<file path="config.mk">
export PLATFORM = sky130hd
export DESIGN_NAME = dma_reload_channel
export DESIGN_NICKNAME = d
export VERILOG_FILES = /design/src/rtl/dma_chan_pkg.sv /design/src/rtl/dma_chan_ctrl.sv /design/src/rtl/dma_chan_datapath.sv /design/src/rtl/dma_reload_channel.sv
export SDC_FILE = /design/constraint.sdc
export NUM_CORES = 1
export LEC_CHECK = 0
export CELL_PAD_IN_SITES_DETAIL_PLACEMENT = 0
export CELL_PAD_IN_SITES_GLOBAL_PLACEMENT = 2
export CORE_MARGIN = 1.5
export CORE_UTILIZATION = 33
export DETAILED_ROUTE_END_ITERATION = 16
export PLACE_DENSITY_LB_ADDON = 0.1
export SYNTH_ARGS = -nofsm -noshare
export SYNTH_HDL_FRONTEND = slang
export SYNTH_SLANG_ARGS = --single-unit
</file>
<file path="constraint.sdc">
create_clock -name clk -period 4.3 [get_ports clk]
set_input_delay 0.645 -clock clk [delete_from_list [all_inputs] [get_ports clk]]
set_output_delay 0.645 -clock clk [all_outputs]
set_load 0.03 [all_outputs]
</file>
<file path="src/rtl/dma_chan_pkg.sv">
package dma_chan_pkg;

  typedef enum logic [1:0] {
    ST_IDLE,
    ST_RD,
    ST_WR,
    ST_TERM
  } chanState_t;

  // strobes from control to datapath
  typedef struct packed {
    logic loadActive;
    logic stepUnit;
    logic clearRun;
    logic rdPhase;
    logic wrPhase;
  } ctlStrobe_t;

  // conditions from datapath to control
  typedef struct packed {
    logic startReq;
    logic abortPend;
    logic hwTrig;
    logic lastUnit;
    logic cntNz;
    logic shadowCntNz;
    logic noReload;
    logic irqEn;
  } dpStatus_t;

  // register word indices (byte offset / 4)
  localparam logic [3:0] REG_SRC_START = 4'd0;
  localparam logic [3:0] REG_SRC_MODE  = 4'd1;
  localparam logic [3:0] REG_DST_START = 4'd2;
  localparam logic [3:0] REG_DST_MODE  = 4'd3;
  localparam logic [3:0] REG_CTRL      = 4'd4;
  localparam logic [3:0] REG_STATUS    = 4'd5;
  localparam logic [3:0] REG_CUR_SRC   = 4'd6;
  localparam logic [3:0] REG_CUR_DST   = 4'd7;
  localparam logic [3:0] REG_TRIG      = 4'd8;

endpackage

</file>
<file path="src/rtl/dma_chan_ctrl.sv">
module dma_chan_ctrl
  import dma_chan_pkg::*;
(
  input  logic       clk,
  input  logic       rstN,
  input  dpStatus_t  st,
  input  logic       hwReq,
  output ctlStrobe_t stb,
  output logic       irq
);

  chanState_t state, nxt;

  always_ff @(posedge clk) begin
    if (!rstN) state <= ST_IDLE;
    else       state <= nxt;
  end

  always_comb begin
    stb = '0;
    nxt = state;
    case (state)
      ST_IDLE: begin
        if (st.startReq && st.shadowCntNz) begin
          stb.loadActive = 1'b1;
          nxt = ST_RD;
        end
      end
      ST_RD: begin
        if (st.abortPend) begin
          stb.clearRun = 1'b1;
          nxt = ST_IDLE;
        end else if (!st.hwTrig || hwReq) begin
          stb.rdPhase = 1'b1;
          nxt = ST_WR;
        end
      end
      ST_WR: begin
        stb.wrPhase  = 1'b1;
        stb.stepUnit = 1'b1;
        if (st.lastUnit) begin
          nxt = ST_TERM;
        end else if (st.abortPend) begin
          stb.clearRun = 1'b1;
          nxt = ST_IDLE;
        end else begin
          nxt = ST_RD;
        end
      end
      ST_TERM: begin
        if (st.abortPend || st.noReload || !st.shadowCntNz) begin
          stb.clearRun = 1'b1;
          nxt = ST_IDLE;
        end else begin
          stb.loadActive = 1'b1;
          nxt = ST_RD;
        end
      end
      default: nxt = ST_IDLE;
    endcase
  end

  // completion pulse lives in the single terminal cycle
  assign irq = (state == ST_TERM) && st.irqEn;

  p_irq_pulse_r7: assert property (@(posedge clk) disable iff (!rstN)
    irq |=> !irq);

  p_wr_after_rd_r3: assert property (@(posedge clk) disable iff (!rstN)
    stb.wrPhase |-> $past(stb.rdPhase));

  p_active_nonzero_r4: assert property (@(posedge clk) disable iff (!rstN)
    (state == ST_RD || state == ST_WR) |-> st.cntNz);

endmodule

</file>
<file path="src/rtl/dma_chan_datapath.sv">
module dma_chan_datapath
  import dma_chan_pkg::*;
#(
  parameter int ADDR_W = 32,
  parameter int DATA_W = 32,
  parameter int CNT_W  = 20,
  parameter int RA_W   = 6
) (
  input  logic              clk,
  input  logic              rstN,
  input  logic              regWe,
  input  logic [RA_W-1:0]   regAddr,
  input  logic [31:0]       regWdata,
  output logic [31:0]       regRdata,
  input  ctlStrobe_t        stb,
  output dpStatus_t         st,
  output logic              memReq,
  output logic              memWe,
  output logic [ADDR_W-1:0] memAddr,
  output logic [1:0]        memSize,
  output logic              memBus,
  output logic [DATA_W-1:0] memWdata,
  input  logic [DATA_W-1:0] memRdata
);

  localparam int UNIT_LSB = CNT_W;
  localparam int NORL_BIT = CNT_W + 2;
  localparam int HWT_BIT  = CNT_W + 3;
  localparam int IRQ_BIT  = CNT_W + 4;
  localparam int CTRL_W   = CNT_W + 5;

  logic [ADDR_W-1:0] srcStart, dstStart, curSrc, curDst, stepBytes;
  logic [1:0]        srcMode, dstMode, actSrcMode, actDstMode, actUnit;
  logic [CTRL_W-1:0] ctrlReg;
  logic [CNT_W-1:0]  curCnt;
  logic              actHwTrig, runFlag, abortPend;
  logic [3:0]        wordIdx;

  assign wordIdx = regAddr[RA_W-1:2];

  // shadow (software-visible) registers
  always_ff @(posedge clk) begin
    if (!rstN) begin
      srcStart <= '0;
      dstStart <= '0;
      srcMode  <= '0;
      dstMode  <= '0;
      ctrlReg  <= '0;
    end else if (regWe) begin
      case (wordIdx)
        REG_SRC_START: srcStart <= regWdata[ADDR_W-1:0];
        REG_SRC_MODE:  srcMode  <= regWdata[1:0];
        REG_DST_START: dstStart <= regWdata[ADDR_W-1:0];
        REG_DST_MODE:  dstMode  <= regWdata[1:0];
        REG_CTRL:      ctrlReg  <= regWdata[CTRL_W-1:0];
        default: ;
      endcase
    end
  end

  always_comb begin
    case (actUnit)
      2'd0:    stepBytes = ADDR_W'(1);
      2'd1:    stepBytes = ADDR_W'(2);
      default: stepBytes = ADDR_W'(4);
    endcase
  end

  // active set: changes only at load and at each unit step
  always_ff @(posedge clk) begin
    if (!rstN) begin
      curSrc     <= '0;
      curDst     <= '0;
      curCnt     <= '0;
      actUnit    <= '0;
      actSrcMode <= '0;
      actDstMode <= '0;
      actHwTrig  <= 1'b0;
    end else if (stb.loadActive) begin
      curSrc     <= srcStart;
      curDst     <= dstStart;
      curCnt     <= ctrlReg[CNT_W-1:0];
      actUnit    <= ctrlReg[UNIT_LSB+1:UNIT_LSB];
      actSrcMode <= srcMode;
      actDstMode <= dstMode;
      actHwTrig  <= ctrlReg[HWT_BIT];
    end else if (stb.stepUnit) begin
      curCnt <= curCnt - CNT_W'(1);
      if (!actSrcMode[0]) curSrc <= curSrc + stepBytes;
      if (!actDstMode[0]) curDst <= curDst + stepBytes;
    end
  end

  logic trigWr;
  assign trigWr = regWe && (wordIdx == REG_TRIG);

  always_ff @(posedge clk) begin
    if (!rstN) begin
      runFlag   <= 1'b0;
      abortPend <= 1'b0;
    end else begin
      if (stb.loadActive)    runFlag <= 1'b1;
      else if (stb.clearRun) runFlag <= 1'b0;
      if (stb.clearRun)                          abortPend <= 1'b0;
      else if (trigWr && regWdata[1] && runFlag) abortPend <= 1'b1;
    end
  end

  always_comb begin
    st.startReq    = trigWr && regWdata[0];
    st.abortPend   = abortPend;
    st.hwTrig      = actHwTrig;
    st.lastUnit    = (curCnt == CNT_W'(1));
    st.cntNz       = (curCnt != '0);
    st.shadowCntNz = (ctrlReg[CNT_W-1:0] != '0);
    st.noReload    = ctrlReg[NORL_BIT];
    st.irqEn       = ctrlReg[IRQ_BIT];
  end

  always_comb begin
    case (wordIdx)
      REG_SRC_START: regRdata = 32'(srcStart);
      REG_SRC_MODE:  regRdata = 32'(srcMode);
      REG_DST_START: regRdata = 32'(dstStart);
      REG_DST_MODE:  regRdata = 32'(dstMode);
      REG_CTRL:      regRdata = 32'(ctrlReg);
      REG_STATUS:    regRdata = 32'(curCnt);
      REG_CUR_SRC:   regRdata = 32'(curSrc);
      REG_CUR_DST:   regRdata = 32'(curDst);
      REG_TRIG:      regRdata = {30'd0, abortPend, runFlag};
      default:       regRdata = 32'd0;
    endcase
  end

  assign memReq   = stb.rdPhase | stb.wrPhase;
  assign memWe    = stb.wrPhase;
  assign memAddr  = stb.wrPhase ? curDst : curSrc;
  assign memBus   = stb.wrPhase ? actDstMode[1] : actSrcMode[1];
  assign memSize  = actUnit;
  assign memWdata = memRdata;

  // shadow writes never move the active pointers between steps
  p_shadow_isolation_r5: assert property (@(posedge clk) disable iff (!rstN)
    (!stb.loadActive && !stb.stepUnit) |=> ($stable(curSrc) && $stable(curDst) && $stable(curCnt)));

  p_no_access_idle_r10: assert property (@(posedge clk) disable iff (!rstN)
    (!runFlag && !$past(runFlag)) |-> !memReq);

endmodule

</file>
<file path="src/rtl/dma_reload_channel.sv">
module dma_reload_channel
  import dma_chan_pkg::*;
#(
  parameter int ADDR_W = 32,
  parameter int DATA_W = 32,
  parameter int CNT_W  = 20,
  parameter int RA_W   = 6
) (
  input  logic              clk,
  input  logic              rstN,
  input  logic              regWe,
  input  logic [RA_W-1:0]   regAddr,
  input  logic [31:0]       regWdata,
  output logic [31:0]       regRdata,
  input  logic              hwReq,
  output logic              memReq,
  output logic              memWe,
  output logic [ADDR_W-1:0] memAddr,
  output logic [1:0]        memSize,
  output logic              memBus,
  output logic [DATA_W-1:0] memWdata,
  input  logic [DATA_W-1:0] memRdata,
  output logic              irq
);

  ctlStrobe_t stb;
  dpStatus_t  st;

  dma_chan_ctrl u_ctrl (
    .clk   (clk),
    .rstN  (rstN),
    .st    (st),
    .hwReq (hwReq),
    .stb   (stb),
    .irq   (irq)
  );

  dma_chan_datapath #(
    .ADDR_W (ADDR_W),
    .DATA_W (DATA_W),
    .CNT_W  (CNT_W),
    .RA_W   (RA_W)
  ) u_dp (
    .clk      (clk),
    .rstN     (rstN),
    .regWe    (regWe),
    .regAddr  (regAddr),
    .regWdata (regWdata),
    .regRdata (regRdata),
    .stb      (stb),
    .st       (st),
    .memReq   (memReq),
    .memWe    (memWe),
    .memAddr  (memAddr),
    .memSize  (memSize),
    .memBus   (memBus),
    .memWdata (memWdata),
    .memRdata (memRdata)
  );

  p_hw_gate_r6: assert property (@(posedge clk) disable iff (!rstN)
    (memReq && !memWe && st.hwTrig) |-> hwReq);

endmodule

</file>
==> results by group <==
Clock network
  – CTS buffer count: 17
  – Clk_lat worst skew: ~0.45 ns
  – Post-CTS clock slew at the launch and capture registers of the worst setup and hold paths: 0.07 ns
  – Bufs on Longest Clock Path: 2
  – H-tree levels: 4
  – Post-CTS resize count: 0
  – Clock sink count: approximately 190
  – Post-cts hold buffer count: 0
  – CTS tree: yes
  – Setup repair bufs after CTS: 0
  – Cell at the root of the clock tree: sky130_fd_sc_hd__clkbuf_16

Yosys
  – Share of flip-flops with an asynchronous set or reset: 0
  – Post-Synthesis Mean Instance Area: roughly 8 um^2
  – Top_reg_cell synth: sky130_fd_sc_hd__dfxtp_1
  – Summed instance area of the synthesized netlist: around 10000 um^2
  – Count of cell types in the netlist: 63
  – Mapped Cells: 1310
  – FF+latch count, synth: roughly 190
  – Number of synthesized flops with an enable pin: 0
  – Yosys Warn Count: 0
  – Number of nets produced by synthesis: between 1000 and 1500
  – Sequential-to-total area share from yosys stat: 0.367

Global route
  – Initial antenna violation count: 0
  – Largest net degree at the start of global routing: 76
  – Total gr overflow: 0
  – Global-route wire length before repair: 60.9 mm
  – Overall routing resource usage: 0.258
  – Via count of the first global-routing pass: approximately 9400

Routing
  – DR vias/cell: approximately 5.6
  – Number of routed nets with antenna violations: 0
  – Average routed wire per standard cell: 23.1 um
  – Initial drt markers: about 830
  – Total routed wirelength: about 41 mm
  – Via Count: ~9900
  – DR pass1 iterations: 5
  – Remaining DRCs: 0

Power and ir drop
  – Power Density: about 320 nW/um^2
  – Cell Int Power: 2.90 mW
  – Switching Share: 0.258
  – Worst IR Drop VDD: 0.259 mV
  – Relative contribution of sequential cells to total power: 0.461
  – Comb power frac: 0.087
  – Net switching component of the power: roughly 1 mW
  – Part of the power in the clock network: 0.452
  – Power Total: slightly below 4 mW
  – Leakage power summed over all cells: 4.22 nW

Floorplan
  – Chip width: ~180 um
  – Die height: approximately 180 um
  – Area of the core: a little over 30000 um^2
  – FP Rows: 64
  – Effective utilization at floorplan: 0.335
  – Area of the die: 32100 um^2
  – Num ports: 176

Critical path
  – Critical Setup Path Class: primary input to output port
  – CP endpoint kind: output port
  – Crit path to: regRdata[2]
  – Required time of the critical path: approximately 3.7 ns
  – Largest fanout on the critical path: 24
  – Critical path startpoint: regAddr[2]
  – Path depth of the worst reg2reg path: 9
  – Critical register-to-register path endpoint: u_dp.curSrc[31]$_SDFFE_PN0P_
  – Crit start category: primary input
  – Arr. time, crit path: 2.97 ns
  – Worst setup slack for register-to-register paths: about 1.3 ns
  – RR Startpoint: u_ctrl.state[0]$_SDFFE_PN0P_

STA
  – Upper clock frequency limit: around 0.28 GHz
  – Actual slew at the worst max-slew pin: approximately 0.92 ns
  – Fin crit share: 0.841
  – Post-route clock skew: 0.0148 ns
  – RSZ-0062 raised after global routing: false
  – Final Slew Violations: 0
  – Tightest hold margin: around 0.46 ns
  – Hold Vio Cnt, Final: 0
  – Tightest slew margin relative to the limit: 0.389
  – Final setup vio count: 0
  – Setup TNS: 0 ns
  – Min Clock Period, post-route: between 3 and 4 ns

Finish
  – Area growth from synthesis to layout: 20.9%
  – Diode count: 0
  – Utilization after layout: 0.405
  – Share of post-route cells with drive strength above 1: 0.118
  – Leading cell type in the layout, fill and taps excluded: sky130_fd_sc_hd__nand2_1
  – Final #Nets: roughly 1400
  – Most used cells in the layout excluding fill and tap cells: sky130_fd_sc_hd__nand2_1, sky130_fd_sc_hd__dfxtp_1, sky130_fd_sc_hd__a21oi_1, sky130_fd_sc_hd__o21ai_0, sky130_fd_sc_hd__clkdlybuf4s50_1

Min path
  – Hold crit path type: flop to flop
  – Startpoint of the tightest hold check path: u_dp.actSrcMode[0]$_SDFFE_PN0P_

Flow run
  – Max capacitance violation total: 0

Place
  – Weighted congestion reported at the end of routability-driven placement: between 0.8 and 0.9
  – Detailed placement HPWL: between 20 and 30 mm
  – PortBufs: approximately 110

Status
  – Status: finished, final reports clean
-- final cells by class --
class | count | area [um^2]
Clock buffer | 21 | 450
Clock inverter | 11 | 183
Fill cell | 3197 | 18200
Inverter | 14 | 55.1
Multi-Input combinational cell | 982 | 5820
Sequential cell | 188 | 3760
Tap cell | 396 | 495
Timing Repair Buffer | 153 | 1620
-- stage by stage --
step                      instances  area [um^2]  setup WS (ns)
after floorplan                1310        10200           1.42
after global placement         1733        11800          0.715
after detailed placement       1733        11800          0.736
after CTS                      1765        12400          0.723
after global routing           1765        12400          0.608
final                          1765        12400          0.684
-- synth_stat cells (14+ instances only) --
master / instances / share of area
sky130_fd_sc_hd__dfxtp_1: 188 / 0.37
sky130_fd_sc_hd__nand3_1: 41 / 0.020
sky130_fd_sc_hd__nor3_1: 15 / 0.0073
sky130_fd_sc_hd__xnor2_1: 29 / 0.025
sky130_fd_sc_hd__mux2_2: 34 / 0.037
sky130_fd_sc_hd__buf_2: 23 / 0.011
sky130_fd_sc_hd__nor2_1: 55 / 0.020
sky130_fd_sc_hd__a22oi_1: 66 / 0.048
sky130_fd_sc_hd__a31oi_1: 14 / 0.0085
sky130_fd_sc_hd__nand4_1: 20 / 0.012
sky130_fd_sc_hd__clkbuf_1: 63 / 0.023
sky130_fd_sc_hd__a21oi_1: 166 / 0.081
sky130_fd_sc_hd__xor2_1: 32 / 0.027
sky130_fd_sc_hd__buf_4: 35 / 0.026
sky130_fd_sc_hd__a211oi_1: 19 / 0.014
sky130_fd_sc_hd__o21ai_0: 90 / 0.044
sky130_fd_sc_hd__nand2_1: 244 / 0.089
sky130_fd_sc_hd__inv_1: 14 / 0.0051
-- flip-flops by register name (all words and copies together) (netlist names) --
signal and cells:
u_dp.runFlag 1, u_dp.ctrlReg 25, u_dp.actHwTrig 1, u_dp.curSrc 32, u_dp.srcMode 2, u_dp.actDstMode 2, u_dp.curDst 32, u_dp.actSrcMode 2
u_ctrl.state 2, u_dp.dstStart 32, u_dp.memSize 2, u_dp.srcStart 32, u_dp.curCnt 20, u_dp.abortPend 1, u_dp.dstMode 2
-- worst max-delay path, stage by stage --
cell                              delay (ns)
sky130_fd_sc_hd__clkdlybuf4s50_1        0.85
sky130_fd_sc_hd__nor4_2                 0.60
sky130_fd_sc_hd__buf_12                 0.27
sky130_fd_sc_hd__a22o_1                 0.16
sky130_fd_sc_hd__a21oi_1                0.04
sky130_fd_sc_hd__o21ai_0                0.21
sky130_fd_sc_hd__buf_12                 0.19
-- cells by family (layout without fill, tap and decap cells) --
family                   count (synthesis)  in the layout  share of synthesized area
AND/OR/NAND/NOR                        462            462                      0.216
AO/OA/AOI/OAI                          402            402                      0.234
flip-flops                             188            188                      0.367
buffers and inverters                  140            199                     0.0678
XOR/XNOR                                61             61                     0.0521
multiplexers                            45             45                     0.0481
adder cells (fa/ha/maj)                 12             12                     0.0147
-- routing by layer --
layer  routed length [um]  track usage  vias up  share of wire
li1                     -            -     4757              -
met1                19500        0.364     4876           0.48
met2                18900        0.417      286           0.46
met3                 1890       0.0339       28          0.046
met4                  522       0.0561        0          0.013
met5                    0            0        -              0
-- power by group through the flow --
stage | Sequential, mW | Clock, mW | Combinational, mW
detailed placement | 1.84 | 0 | 0.339
global route | 1.80 | 1.86 | 0.369
global placement | 1.84 | 0 | 0.340
floorplan | 1.83 | 0 | 0.240
finish | 1.80 | 1.77 | 0.340
CTS | 1.80 | 1.80 | 0.341
-- worst min-delay path by stage --
| stage | slack (ns) | cells past startpoint | end |
|---|---|---|---|
| CTS | 0.46 | 2 | u_dp.actSrcMode[0]$_SDFFE_PN0P_ |
| global placement | 0.44 | 2 | u_dp.actSrcMode[0]$_SDFFE_PN0P_ |
| finish | 0.46 | 2 | u_dp.actSrcMode[0]$_SDFFE_PN0P_ |
| global route | 0.49 | 2 | u_dp.actSrcMode[0]$_SDFFE_PN0P_ |
| floorplan | 0.43 | 2 | u_dp.actSrcMode[0]$_SDFFE_PN0P_ |
| detailed placement | 0.45 | 2 | u_dp.actSrcMode[0]$_SDFFE_PN0P_ |
Note: power is estimated with default switching activity, not from simulation.
